$ cat src/rtl/dmb_pkg.sv
package dmb_pkg;

    typedef enum logic [2:0] {
        ST_IDLE,
        ST_WR1A,
        ST_WR0,
        ST_RD0,
        ST_WR1B,
        ST_RD1,
        ST_CHK
    } mstep_e;

    localparam int unsigned STEPS_PER_WORD = 6;

endpackage

$ cat src/rtl/dmb_seq.sv
module dmb_seq
    import dmb_pkg::*;
#(
    parameter int unsigned FGA = 5,
    parameter int unsigned WLG = 1,
    parameter int unsigned DW  = 8
) (
    input  logic                 clk,
    input  logic                 rst_n,
    input  logic                 trig_full,
    input  logic                 trig_heat,
    input  logic [FGA-1:0]       heat_lo,
    input  logic [FGA-1:0]       heat_hi,
    output logic                 arr_en,
    output logic                 arr_we,
    output logic [FGA+WLG-1:0]   arr_addr,
    output logic [DW-1:0]        arr_wdata,
    input  logic [DW-1:0]        arr_rdata,
    output logic                 busy,
    output logic                 done,
    output logic                 run_start,
    output logic                 commit,
    output logic [FGA-1:0]       commit_fg,
    output logic                 commit_fail
);

    localparam logic [FGA-1:0] FG_LAST   = '1;
    localparam logic [WLG-1:0] WORD_LAST = '1;
    localparam logic [DW-1:0]  ONES      = '1;
    localparam logic [DW-1:0]  ZEROS     = '0;

    typedef struct packed {
        mstep_e         st;
        logic [FGA-1:0] fg;
        logic [WLG-1:0] word;
        logic [FGA-1:0] hi;
        logic           fail;
        logic           done;
    } seq_t;

    seq_t s_q, s_d;
    logic [FGA-1:0] lo_v, hi_v;
    logic           mism;

    always_comb begin
        s_d         = s_q;
        s_d.done    = 1'b0;
        run_start   = 1'b0;
        commit      = 1'b0;
        commit_fail = 1'b0;
        arr_en      = 1'b0;
        arr_we      = 1'b0;
        arr_wdata   = ZEROS;
        mism        = 1'b0;
        lo_v        = trig_full ? '0 : heat_lo;
        hi_v        = trig_full ? FG_LAST : heat_hi;

        case (s_q.st)
            ST_IDLE: begin
                if (trig_full || trig_heat) begin
                    run_start = 1'b1;
                    if (lo_v > hi_v) begin
                        s_d.done = 1'b1;
                    end else begin
                        s_d.st   = ST_WR1A;
                        s_d.fg   = lo_v;
                        s_d.word = '0;
                        s_d.hi   = hi_v;
                        s_d.fail = 1'b0;
                    end
                end
            end
            ST_WR1A: begin
                arr_en    = 1'b1;
                arr_we    = 1'b1;
                arr_wdata = ONES;
                s_d.st    = ST_WR0;
            end
            ST_WR0: begin
                arr_en    = 1'b1;
                arr_we    = 1'b1;
                arr_wdata = ZEROS;
                s_d.st    = ST_RD0;
            end
            ST_RD0: begin
                arr_en = 1'b1;
                s_d.st = ST_WR1B;
            end
            ST_WR1B: begin
                arr_en    = 1'b1;
                arr_we    = 1'b1;
                arr_wdata = ONES;
                mism      = (arr_rdata != ZEROS);
                s_d.fail  = s_q.fail | mism;
                s_d.st    = ST_RD1;
            end
            ST_RD1: begin
                arr_en = 1'b1;
                s_d.st = ST_CHK;
            end
            ST_CHK: begin
                mism = (arr_rdata != ONES);
                if (s_q.word == WORD_LAST) begin
                    commit      = 1'b1;
                    commit_fail = s_q.fail | mism;
                    s_d.fail    = 1'b0;
                    s_d.word    = '0;
                    if (s_q.fg == s_q.hi) begin
                        s_d.st   = ST_IDLE;
                        s_d.done = 1'b1;
                    end else begin
                        s_d.fg = s_q.fg + 1'b1;
                        s_d.st = ST_WR1A;
                    end
                end else begin
                    s_d.fail = s_q.fail | mism;
                    s_d.word = s_q.word + 1'b1;
                    s_d.st   = ST_WR1A;
                end
            end
            default: s_d.st = ST_IDLE;
        endcase
    end

    always_ff @(posedge clk or negedge rst_n) begin
        if (!rst_n) begin
            s_q <= '{st: ST_IDLE, fg: '0, word: '0, hi: '0, fail: 1'b0, done: 1'b0};
        end else begin
            s_q <= s_d;
        end
    end

    assign busy      = (s_q.st != ST_IDLE);
    assign done      = s_q.done;
    assign arr_addr  = {s_q.fg, s_q.word};
    assign commit_fg = s_q.fg;

    // the end-of-run pulse lasts one cycle
    a_r6_done_single: assert property (@(posedge clk) disable iff (!rst_n)
        done |=> !done);

    // every run that drops busy raises done at the same time
    a_r6_done_on_fall: assert property (@(posedge clk) disable iff (!rst_n)
        $fell(busy) |-> done);

    // addresses never go down inside a run
    a_r2_ascending: assert property (@(posedge clk) disable iff (!rst_n)
        (arr_en && $past(arr_en)) |-> (arr_addr >= $past(arr_addr)));

    // only solid patterns are ever written
    a_r1_solid_write: assert property (@(posedge clk) disable iff (!rst_n)
        (arr_en && arr_we) |-> (arr_wdata == ONES || arr_wdata == ZEROS));

    // the range end captured at start is held for the whole run
    a_r8_range_held: assert property (@(posedge clk) disable iff (!rst_n)
        (busy && $past(busy)) |-> $stable(s_q.hi));

endmodule

$ cat src/rtl/dmb_map.sv
module dmb_map #(
    parameter int unsigned FGA    = 5,
    parameter int unsigned ROWLG  = 3
) (
    input  logic                        clk,
    input  logic                        rst_n,
    input  logic                        run_start,
    input  logic                        commit,
    input  logic [FGA-1:0]              commit_fg,
    input  logic                        commit_fail,
    input  logic                        wb_ack,
    output logic [(1<<FGA)-1:0]         defect_map,
    output logic [(1<<(FGA-ROWLG))-1:0] row_dirty,
    output logic [FGA:0]                new_cnt
);

    localparam int unsigned NFG   = 1 << FGA;
    localparam int unsigned NROW  = 1 << (FGA - ROWLG);
    localparam int unsigned CNT_W = FGA + 1;

    typedef struct packed {
        logic [NFG-1:0]   map;
        logic [NROW-1:0]  dirty;
        logic [CNT_W-1:0] cnt;
    } map_t;

    map_t m_q, m_d;
    logic set_en;
    logic [FGA-ROWLG-1:0] row_v;

    always_comb begin
        m_d    = m_q;
        row_v  = commit_fg[FGA-1:ROWLG];
        set_en = commit && commit_fail && !m_q.map[commit_fg];
        if (run_start) begin
            m_d.cnt = '0;
        end
        if (wb_ack) begin
            m_d.dirty = '0;
        end
        if (set_en) begin
            m_d.map[commit_fg] = 1'b1;
            m_d.dirty[row_v]   = 1'b1;
            m_d.cnt            = m_q.cnt + 1'b1;
        end
    end

    always_ff @(posedge clk or negedge rst_n) begin
        if (!rst_n) begin
            m_q <= '0;
        end else begin
            m_q <= m_d;
        end
    end

    assign defect_map = m_q.map;
    assign row_dirty  = m_q.dirty;
    assign new_cnt    = m_q.cnt;

    // no map bit ever returns to zero
    a_r4_bits_sticky: assert property (@(posedge clk) disable iff (!rst_n)
        ((m_q.map & $past(m_q.map)) == $past(m_q.map)));

    // a newly set bit leaves its row flagged
    a_r5_row_flagged: assert property (@(posedge clk) disable iff (!rst_n)
        set_en |=> row_dirty[$past(row_v)]);

    // the run count cannot exceed the number of fetch groups
    a_r6_cnt_bound: assert property (@(posedge clk) disable iff (!rst_n)
        new_cnt <= CNT_W'(NFG));

endmodule

$ cat src/rtl/dmb_timer.sv
module dmb_timer #(
    parameter int unsigned PERW = 16
) (
    input  logic            clk,
    input  logic            rst_n,
    input  logic [PERW-1:0] period_cfg,
    input  logic            busy,
    output logic            tick
);

    logic [PERW-1:0] cnt_q, cnt_d;

    always_comb begin
        tick  = 1'b0;
        cnt_d = cnt_q;
        if (busy || period_cfg == '0) begin
            cnt_d = '0;
        end else if (cnt_q >= period_cfg - 1'b1) begin
            tick  = 1'b1;
            cnt_d = '0;
        end else begin
            cnt_d = cnt_q + 1'b1;
        end
    end

    always_ff @(posedge clk or negedge rst_n) begin
        if (!rst_n) begin
            cnt_q <= '0;
        end else begin
            cnt_q <= cnt_d;
        end
    end

    // the idle count is reset while a run is in progress
    a_r9_idle_only: assert property (@(posedge clk) disable iff (!rst_n)
        busy |=> (cnt_q == '0));

endmodule

$ cat src/rtl/defmap_march_bist.sv
module defmap_march_bist #(
    parameter int unsigned NFG_LG2 = 5,
    parameter int unsigned FGW_LG2 = 1,
    parameter int unsigned ROW_LG2 = 3,
    parameter int unsigned DW      = 8,
    parameter int unsigned PERW    = 16
) (
    input  logic                              clk,
    input  logic                              rst_n,
    input  logic                              start_full,
    input  logic                              heat_evt,
    input  logic [NFG_LG2-1:0]                heat_lo,
    input  logic [NFG_LG2-1:0]                heat_hi,
    input  logic [PERW-1:0]                   period_cfg,
    input  logic                              wb_ack,
    output logic                              arr_en,
    output logic                              arr_we,
    output logic [NFG_LG2+FGW_LG2-1:0]        arr_addr,
    output logic [DW-1:0]                     arr_wdata,
    input  logic [DW-1:0]                     arr_rdata,
    output logic                              busy,
    output logic                              done,
    output logic [NFG_LG2:0]                  new_cnt,
    output logic [(1<<NFG_LG2)-1:0]           defect_map,
    output logic [(1<<(NFG_LG2-ROW_LG2))-1:0] row_dirty
);

    logic                tick;
    logic                trig_full;
    logic                run_start;
    logic                commit;
    logic [NFG_LG2-1:0]  commit_fg;
    logic                commit_fail;

    assign trig_full = start_full | tick;

    dmb_timer #(.PERW(PERW)) u_timer (
        .clk        (clk),
        .rst_n      (rst_n),
        .period_cfg (period_cfg),
        .busy       (busy),
        .tick       (tick)
    );

    dmb_seq #(.FGA(NFG_LG2), .WLG(FGW_LG2), .DW(DW)) u_seq (
        .clk         (clk),
        .rst_n       (rst_n),
        .trig_full   (trig_full),
        .trig_heat   (heat_evt),
        .heat_lo     (heat_lo),
        .heat_hi     (heat_hi),
        .arr_en      (arr_en),
        .arr_we      (arr_we),
        .arr_addr    (arr_addr),
        .arr_wdata   (arr_wdata),
        .arr_rdata   (arr_rdata),
        .busy        (busy),
        .done        (done),
        .run_start   (run_start),
        .commit      (commit),
        .commit_fg   (commit_fg),
        .commit_fail (commit_fail)
    );

    dmb_map #(.FGA(NFG_LG2), .ROWLG(ROW_LG2)) u_map (
        .clk         (clk),
        .rst_n       (rst_n),
        .run_start   (run_start),
        .commit      (commit),
        .commit_fg   (commit_fg),
        .commit_fail (commit_fail),
        .wb_ack      (wb_ack),
        .defect_map  (defect_map),
        .row_dirty   (row_dirty),
        .new_cnt     (new_cnt)
    );

    // an idle-period expiry always launches a run
    a_r9_tick_starts_run: assert property (@(posedge clk) disable iff (!rst_n)
        tick |=> busy);

endmodule

$ cat config.mk
export PLATFORM = sky130hd
export DESIGN_NAME = defmap_march_bist
export DESIGN_NICKNAME = d
export VERILOG_FILES = /design/src/rtl/dmb_pkg.sv /design/src/rtl/dmb_seq.sv /design/src/rtl/dmb_map.sv /design/src/rtl/dmb_timer.sv /design/src/rtl/defmap_march_bist.sv
export SDC_FILE = /design/constraint.sdc
export NUM_CORES = 1
export LEC_CHECK = 0
export BUFFER_PORTS_ARGS = -buffer_cell sky130_fd_sc_hd__clkbuf_2
export CAP_MARGIN = 20
export CORE_ASPECT_RATIO = 0.6
export CORE_MARGIN = 1.5
export CORE_UTILIZATION = 40
export DETAILED_ROUTE_END_ITERATION = 8
export HOLD_SLACK_MARGIN = 0.02
export PLACE_DENSITY = 0.73
export SYNTH_ARGS = -nofsm -noshare
export SYNTH_HDL_FRONTEND = slang
export SYNTH_HIERARCHICAL = 1
export SYNTH_SLANG_ARGS = --single-unit
export TNS_END_PERCENT = 1
$ cat constraint.sdc
create_clock -name clk -period 3.8 [get_ports clk]
set_clock_uncertainty 0.1 [all_clocks]
set_input_delay 0.76 -clock clk [delete_from_list [all_inputs] [get_ports clk]]
set_output_delay 0.76 -clock clk [all_outputs]
set_load 0.005 [all_outputs]
==> reports/qor.log <==
[status] outcome complete, but fails checks
[status] violations in the final reports setup timing
[critical_path] cell with the largest stage delay on the worst path or4_4
[critical_path] endpoint class of the critical path flop
[place] number of placed instances, taps included 753
[critical_path] cell class contributing the biggest share of worst-path delay simple AND/OR/NAND/NOR gates
[routing] number of routed nets with antenna violations 0
[global_route] Tot GR Track Use 0.210
[power] design internal power 1.93 mW
[die] Core Footprint 11300 um^2
[die] initial core utilization 0.413
[power] power density normalized to cell area 498 nW/um^2
[place] input/output buffers 98
[clock_tree] cell at the root of the clock tree clkbuf_16
[cells_and_area] number of inserted diodes 0
[logic_synthesis] combined area of all synthesized cells 4680 um^2
[routing] router iterations before antenna repair 5
[global_route] pin count of the biggest net entering global routing 40
[clock_tree] number of CTS-inserted buffers 9
[timing] worst-case setup margin in the final layout -0.876 ns
[timing] shortest period the worst path allows 4.68 ns
[timing] Fmax achieved 0.214 GHz
[critical_path] data arrival time of the critical path 4.79 ns
[routing] vias per std cell 5.35
[routing] Routed wire per std cell 16.3 um
[critical_path] Slowest Stage Delay on Critical Path 0.43 ns
[power] share of total power in the clock network 0.281
[critical_path] element type at the critical path start primary input
[cells_and_area] synth-to-layout area growth 30.7%
[timing] setup repair after global routing missed its margin yes
[place] DP HPWL 9.51 mm
[cells_and_area] most frequent standard cell in the layout excluding fill and tap cells clkbuf_2
[routing] drc violations 0
[timing] Max Slew Vio Count 0
[logic_synthesis] portion of the post-synthesis area used by sequential elements 0.396
[power] switching power as a share of total power 0.368
[critical_path] Worst Path Max Fanout 6
[routing] initial detailed-routing violation count 320
[clock_tree] H-tree levels 3
[power] sequential cell fraction of total power 0.352
[global_route] vias in the first global route 4020
[critical_path] chain of cells forming the critical path clkbuf_2 -> buf_4 -> nor3_4 -> nor3b_4 -> nand2_2 -> buf_6 -> buf_4 -> xor2_2 -> ha_1 -> nand4_1 -> or2_1 -> or4_4 -> nand3_2 -> and2_4 -> or2_4 -> nor2b_1 -> ha_1 -> o211ai_1 -> a21oi_2 -> o31a_1 -> o22a_4 -> mux2_4
[critical_path] Reg-to-Reg End u_seq/commit_fg[1]
[critical_path] Reg2Reg Depth 16
[logic_synthesis] Avg Cell Area, Syn 10.1 um^2
[timing] Tightest Pin Transition 0.948 ns
[worst_hold_path] depth of the worst hold-timing path 1
[cells_and_area] count of non-filler cells in the finished layout 775
[timing] Fin. Hold Viols 0
[clock_tree] clock edge transition at the registers on the reported setup and hold paths 0.06 ns
[routing] final WL 12.6 mm
[run] count of max-cap constraint violations 0
[die] die boundary width 143 um
[global_route] first-pass GRT wire length 20.1 mm
[critical_path] buffers and inverters on the worst path 4
[timing] Setup-failing EPs final 14
[cells_and_area] most frequent cells in the layout 97 x clkbuf_2, 74 x dfrtp_1, 67 x buf_4, 35 x nor2_1, 26 x nand2_1
[power] power share of the combinational group 0.367
[power] worst vdd rail ir drop 314 uV
[global_route] GRT overflow 0
[timing] Max-Slew Margin vs Limit 0.363
[global_route] initial antenna violation count 0
[cells_and_area] share of post-route cells with drive strength above 1 0.395
[die] vertical die dimension 86.8 um
[worst_hold_path] min-delay worst type flop to flop
[place] RePlAce Congestion 0.867
[clock_tree] worst skew pair latency 0.34 ns
[logic_synthesis] leading register cell type out of synthesis dfrtp_1
[logic_synthesis] post-synthesis register bit count 74
[power] Leakage 2.98 nW
[timing] Sum Neg Setup Slack -11.05 ns
[clock_tree] Num Clock Sinks 74
[routing] via count 4149
[power] reported net switching power 1.12 mW
[logic_synthesis] number of library cell types mapped by synthesis 69
[worst_hold_path] min-delay src u_map/defect_map[8]
[logic_synthesis] Synth Instances 465
[logic_synthesis] number of enable-type register cells in the synthesized netlist 0
[cells_and_area] number of nets at the end of the flow 674
[die] I/O pin cnt 99
[clock_tree] clock tree from TritonCTS yes
[die] Die ar. 12400 um^2
[critical_path] CP required 3.92 ns
[timing] share of the clock period used by the worst path after layout 1.23
[worst_hold_path] Endpoint, Worst Hold u_map/defect_map[8]
[logic_synthesis] synthesized net count 529
[logic_synthesis] Yosys warnings 6
[logic_synthesis] Synth async-reset ratio 1.00
[critical_path] crit path kind primary input to flop
[clock_tree] worst-case clock buffer depth 2
[critical_path] Worst R2R Start u_timer/cnt_q[0]
[critical_path] Worst R2R Setup Slack -0.06 ns
[die] number of cell rows 30
registers in the layout (all words and copies together), names as in the netlist:
register and flops:
u_map/defect_map 32, u_timer/cnt_q 16, u_seq/s_q 9, u_map/new_cnt 6, u_seq/commit_fg 5, u_map/row_dirty 4
u_seq/arr_addr 1, u_seq/done 1
stage by stage:
step           total power, mW  area [um^2]  utilization  hold slack, ns  setup WS (ns)
6_report                  3.05         6120        0.540           0.387         -0.876
5_1_grt                   3.21         6120        0.540           0.405          -1.11
4_1_cts                   3.03         6080        0.536           0.385         -0.902
3_5_place_dp              2.12         5650        0.499           0.373          -1.55
3_3_place_gp              2.09         5650        0.499           0.360          -1.38
2_1_floorplan             1.81         4740            -           0.364          -1.11
power by group through the flow:
stage,combinational (mW),sequential (mW),clock [mW]
finish,1.12,1.07,0.856
global placement,1.02,1.07,0
detailed placement,1.04,1.08,0
CTS,1.10,1.07,0.872
global route,1.22,1.09,0.907
floorplan,0.821,0.990,0
how the worst max path moves through the flow:
stage | from | end | slack [ns] | cells after the start
2_1_floorplan | period_cfg[0] | u_seq/commit_fg[0] | -1.11 | 21
3_3_place_gp | period_cfg[0] | u_seq/commit_fg[0] | -1.38 | 22
3_5_place_dp | period_cfg[0] | u_seq/commit_fg[1] | -1.55 | 22
4_1_cts | period_cfg[1] | u_seq/commit_fg[1] | -0.90 | 22
5_1_grt | period_cfg[1] | u_seq/commit_fg[0] | -1.11 | 22
6_report | period_cfg[1] | u_seq/commit_fg[1] | -0.88 | 22
per-layer routing:
layer,vias to the layer above,global-route usage,routed length (um)
met5,-,0,0
met2,148,0.317,5500
li1,1954,-,-
met3,16,0.0453,808
met1,2031,0.308,6120
met4,0,0.0525,180
cells in the mapped netlist (6+ instances only):
cell | count | area, um^2
mux2_2 | 9 | 101
nor2_1 | 38 | 143
xnor2_1 | 17 | 149
o21ai_0 | 15 | 75.1
nand4_1 | 7 | 43.8
mux2i_1 | 8 | 80.1
dfrtp_1 | 74 | 1850
buf_6 | 6 | 67.6
xor2_1 | 19 | 166
nand2b_1 | 9 | 56.3
nor3_1 | 13 | 65.1
nand3_1 | 18 | 90.1
ha_1 | 25 | 313
a31o_1 | 15 | 131
and3_1 | 6 | 37.5
a21oi_1 | 14 | 70.1
a21o_1 | 16 | 120
nor2b_1 | 7 | 43.8
buf_4 | 19 | 143
nand2_1 | 27 | 101
inv_1 | 17 | 63.8
timing repair:
item	in CTS	in global routing
pin swaps	15	12
setup buffers	4	1
resized for setup	31	7
gates cloned	1	0
setup endpoints to repair	20	20
hold buffers	0	0
area by class of cell:
type | count | area (um^2)
Inverter | 17 | 66.3
Clock inverter | 5 | 52.6
Sequential cell | 74 | 1850
Clock buffer | 11 | 253
Multi-Input combinational cell | 340 | 2670
Fill cell | 1006 | 5220
Tap cell | 160 | 200
Timing Repair Buffer | 168 | 1030
cell families after synthesis:
kind of cell               synth area share
and+or+nand+nor                       0.193
AOI/OAI and AO/OA                     0.152
DFF                                   0.396
buffers and inverters                0.0676
xor gates and xnor gates             0.0674
adders and majority gates            0.0668
muxes                                0.0580
Power figures use the tool's default switching activity.
